==> config.mk <==
export PLATFORM = sky130hd
export DESIGN_NAME = trig_irq_ctrl
export DESIGN_NICKNAME = d
export VERILOG_FILES = /design/src/rtl/trig_irq_pkg.sv /design/src/rtl/irq_pad_sync.sv /design/src/rtl/irq_trig_detect.sv /design/src/rtl/trig_irq_ctrl.sv
export SDC_FILE = /design/constraint.sdc
export NUM_CORES = 1
export LEC_CHECK = 0
export BUFFER_PORTS_ARGS = -buffer_cell sky130_fd_sc_hd__buf_4
export CAP_MARGIN = 20
export CORE_UTILIZATION = 29
export DETAILED_ROUTE_END_ITERATION = 16
export GPL_TIMING_DRIVEN = 0
export SETUP_SLACK_MARGIN = 0.3
export SYNTH_ARGS = -nofsm -noshare
export SYNTH_HDL_FRONTEND = slang
export SYNTH_SLANG_ARGS = --single-unit
==> constraint.sdc <==
create_clock -name clk -period 2.3 [get_ports clk]
set_input_delay 0.23 -clock clk [delete_from_list [all_inputs] [get_ports clk]]
set_output_delay 0.23 -clock clk [all_outputs]
set_load 0.005 [all_outputs]
==> src/rtl/trig_irq_pkg.sv <==
package trig_irq_pkg;

   typedef enum logic [1:0] {
      TRIG_LEVEL_LO  = 2'd0,
      TRIG_EDGE_FALL = 2'd1,
      TRIG_LEVEL_HI  = 2'd2,
      TRIG_EDGE_RISE = 2'd3
   } trig_mode_e;

   localparam int unsigned OFS_CTRL = 0;
   localparam int unsigned OFS_EN   = 4;
   localparam int unsigned OFS_PEND = 8;

endpackage

==> src/rtl/irq_pad_sync.sv <==
module irq_pad_sync #(
   parameter int unsigned STAGES  = 2,
   parameter logic        RST_VAL = 1'b1
) (
   input  logic clk,
   input  logic rst_n,
   input  logic d,
   output logic q
);

   if (STAGES < 2) begin : g_bad_stages
      $error("irq_pad_sync: STAGES must be at least 2");
   end

   logic [STAGES-1:0] chain;

   always_ff @(posedge clk or negedge rst_n) begin
      if (!rst_n) chain <= {STAGES{RST_VAL}};
      else        chain <= {chain[STAGES-2:0], d};
   end

   assign q = chain[STAGES-1];

endmodule

==> src/rtl/irq_trig_detect.sv <==
module irq_trig_detect
   import trig_irq_pkg::*;
(
   input  trig_mode_e mode,
   input  logic       cur,
   input  logic       prev,
   output logic       hit
);

   always_comb begin
      unique case (mode)
         TRIG_LEVEL_LO:  hit = ~cur;
         TRIG_EDGE_FALL: hit = prev & ~cur;
         TRIG_LEVEL_HI:  hit = cur;
         TRIG_EDGE_RISE: hit = cur & ~prev;
         default:        hit = 1'b0;
      endcase
   end

endmodule

==> src/rtl/trig_irq_ctrl.sv <==
module trig_irq_ctrl
   import trig_irq_pkg::*;
#(
   parameter int unsigned ADDR_W      = 4,
   parameter int unsigned DATA_W      = 32,
   parameter int unsigned SYNC_STAGES = 2,
   parameter logic        PAD_IDLE    = 1'b1
) (
   input  logic              clk,
   input  logic              rst_n,
   input  logic              nmi_pad,
   input  logic [ADDR_W-1:0] bus_addr,
   input  logic              bus_wr,
   input  logic              bus_rd,
   input  logic [DATA_W-1:0] bus_wdata,
   output logic [DATA_W-1:0] bus_rdata,
   output logic              irq_out
);

   localparam logic [ADDR_W-1:0] A_CTRL = ADDR_W'(OFS_CTRL);
   localparam logic [ADDR_W-1:0] A_EN   = ADDR_W'(OFS_EN);
   localparam logic [ADDR_W-1:0] A_PEND = ADDR_W'(OFS_PEND);
   localparam int unsigned       PAD_W  = DATA_W - 1;

   if (DATA_W < 2) begin : g_bad_data
      $error("trig_irq_ctrl: DATA_W must be at least 2");
   end
   if (ADDR_W < 4) begin : g_bad_addr
      $error("trig_irq_ctrl: ADDR_W must be at least 4");
   end

   logic              pad_s;
   logic              pad_prev;
   logic              hit;
   logic [DATA_W-1:0] ctrl_q;
   logic              en_q;
   logic              pend_q;
   logic              pend_d;
   logic              irq_q;
   logic              sel_ctrl, sel_en, sel_pend;
   logic              clr_req;
   trig_mode_e        mode;

   irq_pad_sync #(
      .STAGES  (SYNC_STAGES),
      .RST_VAL (PAD_IDLE)
   ) u_sync (
      .clk   (clk),
      .rst_n (rst_n),
      .d     (nmi_pad),
      .q     (pad_s)
   );

   always_ff @(posedge clk or negedge rst_n) begin
      if (!rst_n) pad_prev <= PAD_IDLE;
      else        pad_prev <= pad_s;
   end

   assign mode = trig_mode_e'(ctrl_q[1:0]);

   irq_trig_detect u_det (
      .mode (mode),
      .cur  (pad_s),
      .prev (pad_prev),
      .hit  (hit)
   );

   assign sel_ctrl = (bus_addr == A_CTRL);
   assign sel_en   = (bus_addr == A_EN);
   assign sel_pend = (bus_addr == A_PEND);
   assign clr_req  = bus_wr & sel_pend & bus_wdata[0];

   // A detected event takes priority over a clear in the same cycle.
   always_comb begin
      if (hit)          pend_d = 1'b1;
      else if (clr_req) pend_d = 1'b0;
      else              pend_d = pend_q;
   end

   always_ff @(posedge clk or negedge rst_n) begin
      if (!rst_n) begin
         ctrl_q <= '0;
         en_q   <= 1'b0;
         pend_q <= 1'b0;
         irq_q  <= 1'b0;
      end else begin
         if (bus_wr && sel_ctrl) ctrl_q <= bus_wdata;
         if (bus_wr && sel_en)   en_q   <= bus_wdata[0];
         pend_q <= pend_d;
         irq_q  <= pend_q & en_q;
      end
   end

   always_ff @(posedge clk or negedge rst_n) begin
      if (!rst_n) begin
         bus_rdata <= '0;
      end else if (bus_rd) begin
         if (sel_ctrl)      bus_rdata <= ctrl_q;
         else if (sel_en)   bus_rdata <= {{PAD_W{1'b0}}, en_q};
         else if (sel_pend) bus_rdata <= {{PAD_W{1'b0}}, pend_q};
         else               bus_rdata <= '0;
      end
   end

   assign irq_out = irq_q;

endmodule


==> summary.md <==
| Metric | Value |
|---|---|
| Worst reg2reg path depth | 3 |
| Reg2reg start | en_q |
| Achievable Freq | 913.0 MHz |
| Final instance area | 3621 sq um |
| CTS tree | yes |
| Max transition margin | 41.78% |
| Outcome | complete, no violations |
| Crit-path leading delay family | flip-flops |
| Reg2reg setup slack | 1.24 ns |
| DIE HEIGHT | 99.25 um |
| Drt total wl | 5442 um |
| Wirelength per Cell | 14.91 um |
| Antenna Nets Post-Route | 0 |
| Commonest non-fill, non-tap cell in the layout | buf_4 |
| Top Ports | 74 |
| #FFs+latches synth | 70 |
| Post-CTS sizing | 0 |
| Core Region | 9196 sq um |
| First-pass GRT wire length | 8914 um |
| Largest family of logic cells by synthesized area | multiplexers |
| Antenna violations before repair | 0 |
| Via density | 4.548 |
| GRT Residual Overflow | 0 |
| Period utilization | 47.62% |
| Placed cell count | 348 |
| Fin crit period | 1.095 ns |
| Worst-path clk slew | 0.07 ns |
| Initial Utilization | 29.82% |
| FF-to-FF End | bus_rdata[0] |
| Worst Hold Class | input pin to asynchronous set/reset pin |
| Pwr Density | 771.5 nW/um^2 |
| Initial DRC Count | 51 |
| Max-cap viol count | 0 |
| Post-Synth Adder-Cell Area | 0% |
| Worst-margin pin slew | 0.8733 ns |
| Leak | 1.870 nW |
| Width of the die | 99.25 um |
| Final Hold Viols | 0 |
| Peak VDD IR | 301.6 uV |
| Setup TNS | 0 ns |
| Slowest library cell on the worst path | dfrtp_1 |
| Final RePlAce weighted congestion | 0.6551 |
| Most frequent cells in the layout | buf_4, dfrtp_1, a22o_1 |
| CP endpoint kind | output port |
| Main synth FF type | dfrtp_1 |
| P&R area growth vs syn | 32.03% |
| Nets | 290 |
| Largest fanout on the critical path | 2 |
| Rows | 35 |
| # port buffers | 73 |
| Via count | 1,660 |
| Syn Inst Count | 164 |
| Yosys cell types | 23 |
| Die area | 9851 sq um |
| Total Power | 2.794 mW |
| Critical Path Start | bus_rdata[17] |
| Startpoint Class | register |
| Critical setup path kind | register to output port |
| Clk_skew | 0.005568 ns |
| RSZ-0062 raised after global routing | no |
| CP max stage delay | 0.39 ns |
| Total GRT Usage | 11.80% |
| Vias in the first global route | 1,729 |
| Largest net degree at the start of global routing | 71 |
| Compound-Gate Fraction of Synth Area | 11.22% |
| Drt pass-1 iters | 4 |
| Dpl hpwl | 3669 um |
| Simple-Gate Fraction of Synth Area | 3.558% |
| Yosys Warn Count | 0 |
| Share of cells above drive strength 1 | 52.76% |
| Clock net sink count | 70 |
| Worst-skew pair later-pin latency | 0.33 ns |
| Post-route insts no fill | 365 |
| CTS max path bufs | 2 |
| Post-Syn Area | 2743 sq um |
| H-tree depth | 3 |
| Inserted Clock Buffers | 9 |
| XOR/XNOR share of the synthesized area | 0% |
| Syn_area_per_cell | 16.72 sq um |
| DRC violations left | 0 |
| Slew Viols, Final | 0 |
| Final Setup Violations | 0 |
| ANT cells | 0 |
| Sequential-to-total area share from yosys stat | 64.01% |
| Worst path cell trace | buf_4 |
| Post-synthesis mux area share | 17.66% |
| Post-synth ARST share | 100.0% |
| Crit path DAT | 0.87 ns |
| Placed instance area | 3430 sq um |
| CTS Root Cell | clkbuf_8 |
| EDFF count, synth | 0 |
| CP required | 2.07 ns |
| Post-Syn Nets | 205 |
| WP buf/inv | 1 |
==> cells in the mapped netlist (2+ instances only) <==
cell	instances	area share, %
dfstp_2	3	2.9
buf_6	7	2.9
nor3_1	2	0.36
a21oi_1	2	0.36
dfrtp_1	67	61
clkbuf_1	3	0.41
mux2_4	30	16
a22o_1	32	10
inv_1	2	0.27
mux2_2	3	1.2
==> stage by stage <==
stage / utilization, % / setup WS (ns) / hold WS, ns
floorplan: - / 1.236 / -0.06559
global placement: 37.29 / 0.9819 / 0.3416
global route: 39.37 / 1.143 / 0.07942
detailed placement: 37.29 / 0.9665 / 0.3408
CTS: 39.37 / 1.172 / 0.03369
finish: 39.37 / 1.205 / 0.02161
==> cells by family after synthesis <==
family          count (synthesis)
flops                          70
compound gates                 36
mux                            33
simple gates                   13
buf+inv                        12
==> how the worst max path moves through the flow <==
stage               cells after the start  slack (ns)             to
finish                                  1        1.20  bus_rdata[17]
global placement                        4        0.98  bus_rdata[25]
CTS                                     1        1.17  bus_rdata[15]
global route                            1        1.14   bus_rdata[3]
floorplan                               4        1.24      ctrl_q[0]
detailed placement                      4        0.97  bus_rdata[24]
==> where the power goes <==
group,total (mW),switching [mW],internal [mW]
combinational,0.376,0.113,0.263
sequential,1.48,0.0927,1.39
clock,0.933,0.438,0.495
total,2.79,0.644,2.15
==> per-layer routing <==
| layer | GRT usage (%) | part of all wire [%] | vias to the layer above |
|---|---|---|---|
| li1 | - | - | 774 |
| met2 | 18.06 | 45 | 47 |
| met4 | 4.412 | 1.5 | 0 |
| met5 | 0 | 0 | - |
| met3 | 3.935 | 4.6 | 9 |
| met1 | 15.56 | 49 | 830 |
==> registers in the layout (all words and copies together), names as in the netlist <==
register / count
bus_rdata: 32
pad_prev: 1
ctrl_q: 32
en_q: 1
u_sync.chain: 2
pend_q: 1
irq_out: 1
==> what timing repair did <==
action	in CTS	in global routing
hold buffers	1	0
endpoints found under the hold margin	1	0
buffers inserted	0	0
==> layout make-up <==
class / instances / area [sq um]
clock buffer: 11 / 131.4
clock inverter: 5 / 50.05
inverter: 2 / 7.507
sequential: 70 / 1755
timing repair buffer: 74 / 558.0
multi-input combinational: 82 / 889.6
buffer: 10 / 90.09
tap: 111 / 138.9
fill: 886 / 5575
No activity file was read; power rests on OpenSTA's default activity.
